[config.mk]
export PLATFORM = sky130hd
export DESIGN_NAME = phy_scan_top
export DESIGN_NICKNAME = d
export VERILOG_FILES = /design/src/rtl/phy_scan_pkg.sv /design/src/rtl/scan_pause_timer.sv /design/src/rtl/scan_id_compare.sv /design/src/rtl/scan_sequencer.sv /design/src/rtl/phy_scan_top.sv
export SDC_FILE = /design/constraint.sdc
export NUM_CORES = 1
export LEC_CHECK = 0
export BUFFER_PORTS_ARGS = -buffer_cell sky130_fd_sc_hd__clkbuf_2
export CAP_MARGIN = 25
export CORE_MARGIN = 3
export CORE_UTILIZATION = 41
export CTS_CLUSTER_DIAMETER = 200
export DETAILED_ROUTE_END_ITERATION = 16
export PLACE_DENSITY = 0.72
export SETUP_SLACK_MARGIN = 0.1
export SLEW_MARGIN = 10
export SYNTH_ARGS = -nofsm -noshare
export SYNTH_HDL_FRONTEND = slang
export SYNTH_HIERARCHICAL = 1
export SYNTH_SLANG_ARGS = --single-unit
[constraint.sdc]
create_clock -name clk -period 2.6 [get_ports clk]
set_clock_uncertainty 0.2 [all_clocks]
set_input_delay 0.13 -clock clk [delete_from_list [all_inputs] [get_ports clk]]
set_output_delay 0.13 -clock clk [all_outputs]
set_load 0.01 [all_outputs]
[src/rtl/phy_scan_pkg.sv]
package phy_scan_pkg;

    localparam int ADDR_W = 5;
    localparam int REG_W  = 5;
    localparam int DATA_W = 16;
    localparam int ID_W   = 2 * DATA_W;

    localparam logic [REG_W-1:0]  REG_ID_HI   = 5'd2;
    localparam logic [REG_W-1:0]  REG_ID_LO   = 5'd3;
    localparam logic [DATA_W-1:0] ABSENT_CODE = 16'hFFFF;
    localparam logic [ADDR_W-1:0] LAST_ADDR   = '1;
    localparam logic [ADDR_W-1:0] NONE_ADDR   = '1;

    typedef enum logic [1:0] {
        ST_IDLE  = 2'd0,
        ST_RD_LO = 2'd1,
        ST_RD_HI = 2'd2,
        ST_PAUSE = 2'd3
    } scan_state_e;

    function automatic int unsigned wait_cycles(input longint unsigned clk_hz,
                                                input longint unsigned wait_us);
        longint unsigned c;
        c = (clk_hz * wait_us) / 64'd1000000;
        if (c == 0) c = 1;
        return int'(c);
    endfunction

endpackage

[src/rtl/scan_pause_timer.sv]
module scan_pause_timer #(
    parameter int unsigned CYCLES = 20
) (
    input  logic clk,
    input  logic rst_n,
    input  logic run,
    output logic expired
);
    localparam int CW = (CYCLES < 2) ? 1 : $clog2(CYCLES);
    localparam logic [CW-1:0] LAST = CW'(CYCLES - 1);

    logic [CW-1:0] cnt_d, cnt_q;

    always_comb begin
        cnt_d   = '0;
        expired = 1'b0;
        if (run) begin
            if (cnt_q == LAST) expired = 1'b1;
            else               cnt_d   = cnt_q + 1'b1;
        end
    end

    always_ff @(posedge clk or negedge rst_n) begin
        if (!rst_n) cnt_q <= '0;
        else        cnt_q <= cnt_d;
    end
endmodule

[src/rtl/scan_id_compare.sv]
module scan_id_compare #(
    parameter int ID_W     = 32,
    parameter int REV_BITS = 4
) (
    input  logic            valid,
    input  logic [ID_W-1:0] actual,
    input  logic [ID_W-1:0] expected,
    output logic            hit
);
    localparam logic [ID_W-1:0] MASK = ~((ID_W'(1) << REV_BITS) - ID_W'(1));

    always_comb hit = valid && ((actual & MASK) == (expected & MASK));
endmodule

[src/rtl/scan_sequencer.sv]
module scan_sequencer
    import phy_scan_pkg::*;
#(
    parameter int MAX_PASSES = 11
) (
    input  logic              clk,
    input  logic              rst_n,
    input  logic              start,
    input  logic              ack,
    input  logic [DATA_W-1:0] rdata,
    input  logic              pause_done,
    output logic              req,
    output logic [ADDR_W-1:0] req_phy,
    output logic [REG_W-1:0]  req_reg,
    output logic              pause_run,
    output logic              busy,
    output logic              done,
    output logic              found,
    output logic [ADDR_W-1:0] res_addr,
    output logic [ID_W-1:0]   res_id
);
    localparam int PW = (MAX_PASSES < 2) ? 1 : $clog2(MAX_PASSES);
    localparam logic [PW-1:0] LAST_PASS = PW'(MAX_PASSES - 1);

    typedef struct packed {
        scan_state_e       st;
        logic [ADDR_W-1:0] addr;
        logic [PW-1:0]     pass;
        logic [DATA_W-1:0] lo;
        logic              done;
        logic              found;
        logic [ADDR_W-1:0] res_addr;
        logic [ID_W-1:0]   res_id;
    } seq_t;

    seq_t s_d, s_q;

    always_comb begin
        s_d      = s_q;
        s_d.done = 1'b0;
        unique case (s_q.st)
            ST_IDLE: begin
                if (start) begin
                    s_d.st       = ST_RD_LO;
                    s_d.addr     = '0;
                    s_d.pass     = '0;
                    s_d.found    = 1'b0;
                    s_d.res_addr = NONE_ADDR;
                    s_d.res_id   = '0;
                end
            end
            ST_RD_LO: begin
                if (ack) begin
                    if (rdata != ABSENT_CODE) begin
                        s_d.lo = rdata;
                        s_d.st = ST_RD_HI;
                    end else if (s_q.addr != LAST_ADDR) begin
                        s_d.addr = s_q.addr + 1'b1;
                    end else if (s_q.pass == LAST_PASS) begin
                        s_d.st   = ST_IDLE;
                        s_d.done = 1'b1;
                    end else begin
                        s_d.st = ST_PAUSE;
                    end
                end
            end
            ST_RD_HI: begin
                if (ack) begin
                    s_d.res_id   = {rdata, s_q.lo};
                    s_d.res_addr = s_q.addr;
                    s_d.found    = 1'b1;
                    s_d.done     = 1'b1;
                    s_d.st       = ST_IDLE;
                end
            end
            ST_PAUSE: begin
                if (pause_done) begin
                    s_d.pass = s_q.pass + 1'b1;
                    s_d.addr = '0;
                    s_d.st   = ST_RD_LO;
                end
            end
            default: s_d.st = ST_IDLE;
        endcase
    end

    always_ff @(posedge clk or negedge rst_n) begin
        if (!rst_n) begin
            s_q          <= '0;
            s_q.st       <= ST_IDLE;
            s_q.res_addr <= NONE_ADDR;
        end else begin
            s_q <= s_d;
        end
    end

    always_comb begin
        req       = (s_q.st == ST_RD_LO) || (s_q.st == ST_RD_HI);
        req_phy   = s_q.addr;
        req_reg   = (s_q.st == ST_RD_HI) ? REG_ID_HI : REG_ID_LO;
        pause_run = (s_q.st == ST_PAUSE);
        busy      = (s_q.st != ST_IDLE);
        done      = s_q.done;
        found     = s_q.found;
        res_addr  = s_q.res_addr;
        res_id    = s_q.res_id;
    end
endmodule

[src/rtl/phy_scan_top.sv]
module phy_scan_top
    import phy_scan_pkg::*;
#(
    parameter longint unsigned CLK_HZ     = 125000000,
    parameter longint unsigned WAIT_US    = 10000,
    parameter int              MAX_PASSES = 11,
    parameter int              REV_BITS   = 4
) (
    input  logic        clk,
    input  logic        rst_n,
    input  logic        start,
    output logic        mdio_req,
    output logic [4:0]  mdio_phy,
    output logic [4:0]  mdio_reg,
    input  logic        mdio_ack,
    input  logic [15:0] mdio_rdata,
    input  logic [31:0] expect_id,
    output logic        busy,
    output logic        done,
    output logic        found,
    output logic [4:0]  phy_addr,
    output logic [31:0] phy_id,
    output logic        id_match
);
    localparam int unsigned WAIT_CYCLES = wait_cycles(CLK_HZ, WAIT_US);

    logic pause_run;
    logic pause_done;

    scan_sequencer #(.MAX_PASSES(MAX_PASSES)) u_seq (
        .clk       (clk),
        .rst_n     (rst_n),
        .start     (start),
        .ack       (mdio_ack),
        .rdata     (mdio_rdata),
        .pause_done(pause_done),
        .req       (mdio_req),
        .req_phy   (mdio_phy),
        .req_reg   (mdio_reg),
        .pause_run (pause_run),
        .busy      (busy),
        .done      (done),
        .found     (found),
        .res_addr  (phy_addr),
        .res_id    (phy_id)
    );

    scan_pause_timer #(.CYCLES(WAIT_CYCLES)) u_timer (
        .clk    (clk),
        .rst_n  (rst_n),
        .run    (pause_run),
        .expired(pause_done)
    );

    scan_id_compare #(.ID_W(ID_W), .REV_BITS(REV_BITS)) u_cmp (
        .valid   (found),
        .actual  (phy_id),
        .expected(expect_id),
        .hit     (id_match)
    );
endmodule

==> After elaboration in Yosys (flattened, before gate mapping) <==
Cells that the tools add are included.
{ "word_totals": {"reg_bits": 87, "latch_bits": 0, "ram_bits": 0, "romBits": 0, "inputBits": 52, "output_inout_bits": 52, "elab_cells": 64, "mem_count": 0} }
{ "classes": {"addsub": 3, "n_mul": 0, "div_mod_pow": 0, "n_lt_le_gt_ge": 0, "n_eq_ne": 15, "shift": 0, "mux": 25, "n_bitwise": 0, "reduce_logical": 12} }
{ "ops": {"columns": ["op", "count"], "rows": [
  ["38-bit one-hot mux with 2 select lines", 1],
  ["21-bit 2-to-1 mux", 2],
  ["39-bit 2-to-1 mux", 1],
  ["38-bit 2-to-1 mux", 1],
  ["28-bit == test", 1],
  ["11-bit 2-to-1 mux", 2],
  ["21-bit by 1-bit adder with 21-bit output, second input constant", 1],
  ["21-bit == test, second input constant", 1],
  ["16-bit inequality test, second input constant", 1],
  ["5-bit one-hot mux with 3 select lines", 1],
  ["5-bit 2-to-1 mux", 2],
  ["3-bit AND reduction", 3],
  ["2-bit 2-to-1 mux", 4],
  ["2-bit inequality test, second input constant", 4],
  ["2-bit one-hot mux with 4 select lines", 1],
  ["4-bit one-hot mux with 2 select lines", 1],
  ["1-bit 2-to-1 mux", 7],
  ["7-bit 2-to-1 mux", 1],
  ["6-bit AND reduction", 1],
  ["2-bit nonzero test", 3],
  ["5-bit by 1-bit adder with 5-bit output, second input constant", 1],
  ["5-bit inequality test, second input constant", 1],
  ["5-bit AND reduction", 1],
  ["4-bit by 1-bit adder with 4-bit output, second input constant", 1],
  ["other kinds (10)", 12]
]} }

==> Logic depth before layout (Yosys ltp) <==
Gate-level depths: netlist (run 1).
{ "depth": {"ltp_word": 6, "ltp_mapped": 8, "depth_no_buf": 8} }

==> Modules after synthesis <==
Netlist (run 1), hierarchy kept.
{ "by_module_without_submodules": {"columns": ["mod", "instances", "cells_per_inst", "area_each_um2", "seq_area_each_um2"], "rows": [
  ["scan_sequencer", 1, 276, 3240.6, 1657.8],
  ["scan_pause_timer", 1, 111, 1098.6, 525.5],
  ["scan_id_compare", 1, 38, 311.5, 0.0]
]} }

==> Worst setup path before layout (run 1) <==
Ideal clock, no wire load.
{ "synth_path": {"path_type": "reg2reg", "startpoint": "register u_timer.cnt_q[0]", "endpoint": "register u_seq.s_q (netlist bit u_seq/req_phy[3])", "setup_ps": 69, "arrival_ps": 2216, "t_required_ps": 2331, "path_slack_ps": 115, "stages_incl_launch_ff": 9, "n_path_buf": 0, "synth_period_minus_slack_ps": 2485, "cell_sequence": "dfrtp_1 ha_1 and3_2 nand4_1 nor3_1 nand2b_1 o2111ai_1 or4_1 nand3_1"} }
{ "synth_via": {"elab_chain_cells": 5} }
{ "synth_rtl": {"columns": ["item", "line_no", "rtl"], "rows": [
  ["start, declared", "scan_pause_timer.sv:12", "logic [CW-1:0] cnt_d, cnt_q;"],
  ["start signal, assigned", "scan_pause_timer.sv:25", "else cnt_q <= cnt_d;"],
  ["21-bit == test", "scan_pause_timer.sv:18", "if (cnt_q == LAST) expired = 1'b1;"],
  ["1-bit 2-to-1 mux", "scan_pause_timer.sv:18", null],
  ["1-bit 2-to-1 mux", "scan_pause_timer.sv:17", "if (run) begin"],
  ["via pause_done", "phy_scan_top.sv:28", "logic pause_done;"],
  ["2-bit by 1-bit inequality test with 1-bit output (no source line)", null, null],
  ["6-bit AND reduction (no source line)", null, null],
  ["end, declared", "scan_sequencer.sv:36", "seq_t s_d, s_q;"]
]} }
The timed path passes the listed nets, and every way through them passes these cells.
A chain may end at the register's enable or synchronous reset.

==> Final worst setup path (run 1) <==
{ "layout_path": {"startpoint": "register u_timer.cnt_q[1]", "endpoint": "register u_seq.s_q (netlist bit u_seq/req_phy[3])"} }
The elaborated chain is that of the path after synthesis.

==> impl_summary.log, run 1 <==
[metrics] ratio of final minimum period to clock period: 91.3%
[metrics] area of the die: 0.0127 mm²
[metrics] fraction of power spent switching nets: 34.2%
[metrics] top_reg_cell synth: dfrtp_1
[metrics] effective utilization at floorplan: 42.3%
[metrics] sequential power share: 41.3%
[metrics] highest fanout seen on the critical path: 4
[metrics] Worst Setup Start Kind: flop
[metrics] Final Routed Wirelength: 10.4 mm
[metrics] final hold violation count: 0
[metrics] multiplexer area fraction after synthesis: 4.92%
[metrics] share of layout cells above drive strength 1: 30.8%
[metrics] vias per cell: 5.35
[metrics] number of antenna violations at the first check in global routing: 0
[metrics] largest net degree at the start of global routing: 50
[metrics] timing-limited maximum frequency: 0.421 GHz
[metrics] final weighted congestion in routability-driven placement: 0.854
[metrics] root buffer cell: clkbuf_16
[metrics] Total GRT Usage: 16.8%
[metrics] number of synthesized flops with an enable pin: 0
[metrics] post-layout net count: 563
[metrics] adder-cell share of the synthesized area: 2.69%
[metrics] Tightest Hold Check Type: input pin to asynchronous set/reset pin
[metrics] Psw: 1.69 mW
[metrics] Max-Slew Margin vs Limit: 55.7%
[metrics] max-cap violations: 0
[metrics] Die Wd: 113 µm
[metrics] drt first pass iters: 7
[metrics] combinational family with the most area after synthesis: simple AND/OR/NAND/NOR gates
[metrics] synthesized area divided by synthesized cell count: 10.9 µm²
[metrics] layout overhead on the synthesized area: 17.6%
[metrics] initial drt markers: 238
[metrics] status: complete, no violations
[metrics] antenna diode count: 0
[metrics] Int Pwr: 3.24 mW
[metrics] share of total power in combinational logic: 32.8%
[metrics] Final Instance Count excl. Fillers: 646
[metrics] pin slew with the least headroom to its limit: 0.659 ns
[metrics] ANT nets after route: 0
[metrics] data arrival time of the critical path: 2.44 ns
[metrics] fraction of synthesized cell area taken by the top area cell type: 44.1%
[metrics] area inside the core boundary: 0.0110 mm²
[metrics] gate count of the mapped netlist: 425
[metrics] estimated wirelength of the detail-placed design: 7.52 mm
[metrics] compound-gate portion of the synthesized area: 12.4%
[metrics] standby leakage power: 2.56 nW
[metrics] clk buf depth: 2
[metrics] first-pass GRT wire length: 17.5 mm
[metrics] detailed-route wire length per cell: 16.0 µm
[metrics] netlist area before placement: 0.00465 mm²
[metrics] leading cell types by total area after synthesis: dfrtp_1 44%, buf_4 7.4%, a22o_1 6.4%
[metrics] worst supply voltage drop on vdd: 485 µV
[metrics] yosys synthesis warning count: 6
[metrics] clock latency on the worst-skew pair: 0.33 ns
[metrics] total via count in the routed design: 3455
[metrics] clock period minus worst slack: 2.37 ns
[metrics] total I/O pin count: 104
[metrics] DRC violations left: 0
[metrics] number of clock buffers inserted by TritonCTS: 9
[metrics] clock tree from TritonCTS: yes
[metrics] synthesized-area fraction occupied by xor and xnor cells: 8.10%
[metrics] number of max-slew violations in the final report: 0
[metrics] number of global-route vias before repair: 3475
[metrics] required time at the endpoint of the critical path: 2.66 ns
[metrics] placed insts: 612
[metrics] clock slew at the register clock pins of the worst setup and hold paths: 0.06 ns
[metrics] Total Neg Setup Slack: 0 ns
[metrics] row count: 38
[metrics] y dimension of the die: 113 µm
[metrics] Post-synth ARST share: 100%
[metrics] count of different cell masters after synthesis: 53
[metrics] largest area contributor in the netlist: dfrtp_1
[metrics] port buffer count: 95
[metrics] power density normalized to cell area: 901 mW/mm²
[metrics] critical path class: flop to flop
[metrics] clock group share of total power: 26.0%
[metrics] CTS Sinks: 87
[metrics] capturing element type of the critical path: flop
[metrics] Post-Synth Simple-Gate Area: 14.3%
[metrics] maximum level of the CTS H-tree: 3
[metrics] count of buffers added by post-CTS timing repair for setup: 0
[metrics] setup repair after global routing missed its margin: false
[metrics] post-synthesis sequential element count: 87
[metrics] Final Setup Violations: 0
[metrics] register area share after synthesis: 46.9%
[metrics] aggregate global routing overflow: 0
## stage by stage
stage | power (mW) | area, µm² | utilization, % | hold WS (ns) | setup slack [ns]
floorplan | 3.34 | 4660 | - | -0.366 | 0.115
global placement | 3.58 | 4970 | 45.2 | -0.0748 | 0.191
global route | 5.25 | 5470 | 49.8 | 0.158 | 0.107
finish | 4.93 | 5470 | 49.8 | 0.122 | 0.226
detailed placement | 3.65 | 4970 | 45.2 | -0.0753 | 0.0775
CTS | 4.98 | 5450 | 49.6 | 0.118 | 0.113
## path summary, 6_finish.rpt
check                             startpoint           endpoint  slack, ns  cells after the start
min reg2reg                u_seq/res_addr[1]  u_seq/res_addr[1]       0.28                      2
max reg2reg                 u_timer/cnt_q[1]   u_seq/req_phy[3]       0.23                      8
max in group asynchronous              rst_n  u_seq/res_addr[0]       1.39                      3
max                         u_timer/cnt_q[1]   u_seq/req_phy[3]       0.23                      8
min                                    rst_n    u_seq/res_id[1]       0.12                      2
min in group clk                       start  u_seq/res_addr[3]       0.14                      4
## synthesized netlist by cell type (all sizes together), types with 11 or more instances
library cell  count
nand2            23
a22o             34
inv              15
buf              49
clkbuf           11
nand4            18
mux2             17
dfrtp            82
xnor2            20
nor4             12
nor2             21
xor2             23
## sequential cells by signal (all words and copies together) (netlist names)
name	flops
u_seq/found	1
u_timer/cnt_q	21
u_seq/s_q	22
u_seq/res_id	32
u_seq/res_addr	5
u_seq/req_phy	5
u_seq/done	1
## final cells by class
class                   count  area [µm²]
fillers                   982        5520
flip-flops and latches     87        2180
multi-input cells         265        2010
repair buffers            123         746
clock buffers              10         229
well taps                 140         175
clock inverters             6        70.1
inverters                  15        56.3
## what timing repair did
action	CTS	global route
hold buffers	18	0
hold endpoints to repair	88	0
resized for setup	0	6
setup endpoints to repair	0	8
## cells by family (layout without fill, tap and decap cells)
logic type / after synthesis / after routing
simple gates: 115 / 115
flops: 87 / 87
compound gates: 76 / 76
buf+inv: 75 / 154
xor+xnor: 43 / 43
mux: 17 / 17
fa+ha+maj: 10 / 10
other cells: 2 / 4
## power groups by stage
stage	combinational [mW]	sequential (mW)	clock, mW
final	1.61	2.03	1.28
after global routing	1.78	2.09	1.39
after CTS	1.63	2.03	1.32
after detailed placement	1.60	2.06	0
after global placement	1.55	2.03	0
after floorplan	1.42	1.92	0
## cells in the final DEF, fill, tap and decap left out, types with 4 or more instances in the layout
master,count
clkbuf_2,94
dfrtp_1,81
a22o_1,34
xor2_1,23
nand2_1,23
nor2_1,21
xnor2_1,20
dlygate4sd3_1,18
nand4_1,16
inv_1,15
nor4_1,11
buf_4,10
a21oi_1,10
mux2_4,10
clkbuf_16,9
o21ai_0,9
ha_1,9
o211ai_1,7
mux2_2,7
nand3_1,6
nor3_1,6
dfstp_2,5
nand2b_1,4
conb_1,4
or3_1,4
## routing by layer
metal | GRT usage, % | share of wire (%) | vias up
li1 | - | - | 1634
met5 | 0 | 0 | -
met4 | 3.85 | 0.96 | 0
met2 | 27.8 | 49 | 120
met1 | 23.0 | 44 | 1694
met3 | 3.13 | 5.5 | 7
## worst max-delay path: stages, from the launching register on
cell	delay, ns
dfrtp_2	0.41
ha_2	0.22
and3_2	0.21
nand4_1	0.16
nor3_2	0.22
nand2b_1	0.16
o2111ai_1	0.12
or4_1	0.51
nand3_1	0.09
(Power assumes the default switching activity.)
==> run 2, diff against run 1 <==
--- a/config.mk
+++ b/config.mk
@@ -5,13 +5,14 @@
 export SDC_FILE = /design/constraint.sdc
 export NUM_CORES = 1
 export LEC_CHECK = 0
+export ABC_AREA = 1
 export BUFFER_PORTS_ARGS = -buffer_cell sky130_fd_sc_hd__clkbuf_2
 export CAP_MARGIN = 25
 export CORE_MARGIN = 3
 export CORE_UTILIZATION = 41
 export CTS_CLUSTER_DIAMETER = 200
 export DETAILED_ROUTE_END_ITERATION = 16
-export PLACE_DENSITY = 0.72
+export PLACE_DENSITY = 0.71
 export SETUP_SLACK_MARGIN = 0.1
 export SLEW_MARGIN = 10
 export SYNTH_ARGS = -nofsm -noshare
==> impl_summary.log, run 2 <==
[metrics] status: complete, no violations
[metrics] total via count in the routed design: 4201
[metrics] port buffer count: 95
[metrics] vias per cell: 4.55
[metrics] required time at the endpoint of the critical path: 2.63 ns
[metrics] Die Wd: 118 µm
[metrics] count of different cell masters after synthesis: 37
[metrics] clock slew at the register clock pins of the worst setup and hold paths: 0.06 ns
[metrics] capturing element type of the critical path: flop
[metrics] clk buf depth: 2
[metrics] count of buffers added by post-CTS timing repair for setup: 0
[metrics] total I/O pin count: 104
[metrics] cell with the most instances after synthesis: nand2_1
[metrics] drt first pass iters: 5
[metrics] initial drt markers: 235
[metrics] detailed-route wire length per cell: 12.4 µm
[metrics] timing-limited maximum frequency: 0.449 GHz
[metrics] DRC violations left: 0
[metrics] number of max-slew violations in the final report: 0
[metrics] final hold violation count: 0
[metrics] root buffer cell: clkbuf_16
[metrics] setup repair after global routing missed its margin: false
[metrics] number of clock buffers inserted by TritonCTS: 9
[metrics] leading cell types by total area after synthesis: dfrtp_1 40%, nand2_1 14%, inv_1 7.3%
[metrics] netlist area before placement: 0.00512 mm²
[metrics] ANT nets after route: 0
[metrics] data arrival time of the critical path: 2.25 ns
[metrics] effective utilization at floorplan: 42.2%
[metrics] fill cell instance count of the final layout: 1183
[metrics] number of antenna violations at the first check in global routing: 0
[metrics] CTS Sinks: 87
[metrics] top_reg_cell synth: dfrtp_1
[metrics] most common library cells after synthesis: 197 x nand2_1, 99 x inv_1, 82 x dfrtp_1
[metrics] synthesized area divided by synthesized cell count: 7.59 µm²
[metrics] post-layout net count: 812
[metrics] estimated wirelength of the detail-placed design: 8.31 mm
[metrics] Total GRT Usage: 16.5%
[metrics] placed insts: 888
[metrics] highest fanout seen on the critical path: 5
[metrics] area inside the core boundary: 0.0121 mm²
[metrics] final weighted congestion in routability-driven placement: 0.905
[metrics] Largest register FFs: 32
[metrics] maximum level of the CTS H-tree: 3
[metrics] clock period minus worst slack: 2.23 ns
[metrics] antenna diode count: 0
[metrics] Total Neg Setup Slack: 0 ns
[metrics] layout overhead on the synthesized area: 16.5%
[metrics] register area share after synthesis: 42.7%
[metrics] hold slack: 0.0875 ns
[metrics] Final Setup Violations: 0
[metrics] standby leakage power: 3.10 nW
[metrics] gate count of the mapped netlist: 674
[metrics] number of global-route vias before repair: 3932
[metrics] clock tree from TritonCTS: yes
[metrics] Tightest Hold Check Type: input pin to asynchronous set/reset pin
[metrics] critical path class: flop to flop
[metrics] Max-Slew Margin vs Limit: 61.0%
[metrics] most frequent cells in the layout: 197 x nand2_1, 99 x inv_1, 94 x clkbuf_2
[metrics] first-pass GRT wire length: 18.9 mm
[metrics] aggregate global routing overflow: 0
[metrics] max-cap violations: 0
[metrics] most frequent standard cell in the layout excluding fill and tap cells: nand2_1
[metrics] worst supply voltage drop on vdd: 337 µV
[metrics] post-synthesis sequential element count: 87
[metrics] y dimension of the die: 118 µm
[metrics] Post-synth ARST share: 100%
[metrics] pin slew with the least headroom to its limit: 0.585 ns
[metrics] largest net degree at the start of global routing: 39
[metrics] Final Instance Count excl. Fillers: 923
[metrics] row count: 40
[metrics] ratio of final minimum period to clock period: 85.6%
[metrics] power density normalized to cell area: 781 mW/mm²
[metrics] number of synthesized flops with an enable pin: 0
[metrics] fraction of synthesized cell area taken by the top area cell type: 40.1%
[metrics] share of layout cells above drive strength 1: 21.6%
[metrics] Final Routed Wirelength: 11.4 mm
[metrics] area of the die: 0.0139 mm²
[metrics] Worst Setup Start Kind: flop
[metrics] clock latency on the worst-skew pair: 0.34 ns
[metrics] largest area contributor in the netlist: dfrtp_1
[metrics] yosys synthesis warning count: 6
==> run 2: worst paths after layout <==
check	from	endpoint	slack, ns	cells after the start
max	u_timer/cnt_q[0]	u_seq/s_q[65]	0.37	12
min	rst_n	u_seq/s_q[64]	0.09	2
max reg2reg	u_timer/cnt_q[0]	u_seq/s_q[65]	0.37	12
min reg2reg	u_seq/res_addr[4]	u_seq/res_addr[4]	0.27	2
max in group asynchronous	rst_n	u_timer/cnt_q[19]	1.45	3
min in group clk	start	u_seq/s_q[56]	0.19	6
==> run 2: cell type report <==
| class | instances | area [µm²] | area share, % |
|---|---|---|---|
| well taps | 168 | 210 | 3.53 |
| flip-flops and latches | 87 | 2180 | 36.6 |
| repair buffers | 120 | 731 | 12.3 |
| multi-input cells | 428 | 2120 | 35.6 |
| clock inverters | 4 | 77.6 | 1.30 |
| inverters | 104 | 390 | 6.55 |
| clock buffers | 12 | 246 | 4.14 |
==> run 2: metal layers <==
| layer | vias up | GRT usage (%) | part of all wire [%] |
|---|---|---|---|
| met5 | - | 0 | 0 |
| met4 | 0 | 3.30 | 0.83 |
| met3 | 9 | 4.23 | 5.9 |
| met2 | 120 | 26.7 | 45 |
| met1 | 1896 | 22.7 | 48 |
| li1 | 2176 | - | - |
==> run 2: critical path: stages (launching register included) <==
cell     delay (ns)
dfrtp_1        0.38
ha_1           0.25
nand3_1        0.14
nor2_1         0.16
nand3_2        0.14
nor2_1         0.11
inv_1          0.04
nand2_1        0.05
nand2_1        0.08
nor3_1         0.31
nand2_1        0.13
nand2_1        0.08
nand2_1        0.05
==> run 2: metrics by stage <==
step | worst slack (ns) | utilization [%] | instance area [µm²] | power (mW)
2_1_floorplan | 0.675 | - | 5120 | 3.00
3_3_place_gp | 0.425 | 44.9 | 5440 | 3.20
3_5_place_dp | 0.437 | 44.9 | 5440 | 3.24
4_1_cts | 0.298 | 49.1 | 5940 | 4.68
5_1_grt | 0.113 | 49.2 | 5960 | 4.98
6_report | 0.375 | 49.2 | 5960 | 4.65
==> run 2: logic make-up (layout without fill, tap and decap cells) <==
group,after synthesis,in the layout,synth area share (%)
simple gates,331,331,27.9
buf+inv,161,240,16.0
flops,87,87,42.7
compound gates,71,71,8.73
xor+xnor,12,12,2.05
fa+ha+maj,10,10,2.45
other cells,2,4,0.147
==> run 2: where the power goes <==
part	internal (mW)	leakage [nW]	switching [mW]
Clock	0.874	0.157	0.527
Combinational	0.518	1.78	0.834
Sequential	1.66	1.16	0.240
Total	3.05	3.10	1.60
==> run 2: what timing repair did <==
| action | CTS | global route |
|---|---|---|
| resized for setup | 0 | 0 |
| hold buffers | 18 | 0 |
| hold endpoints to repair | 99 | 0 |
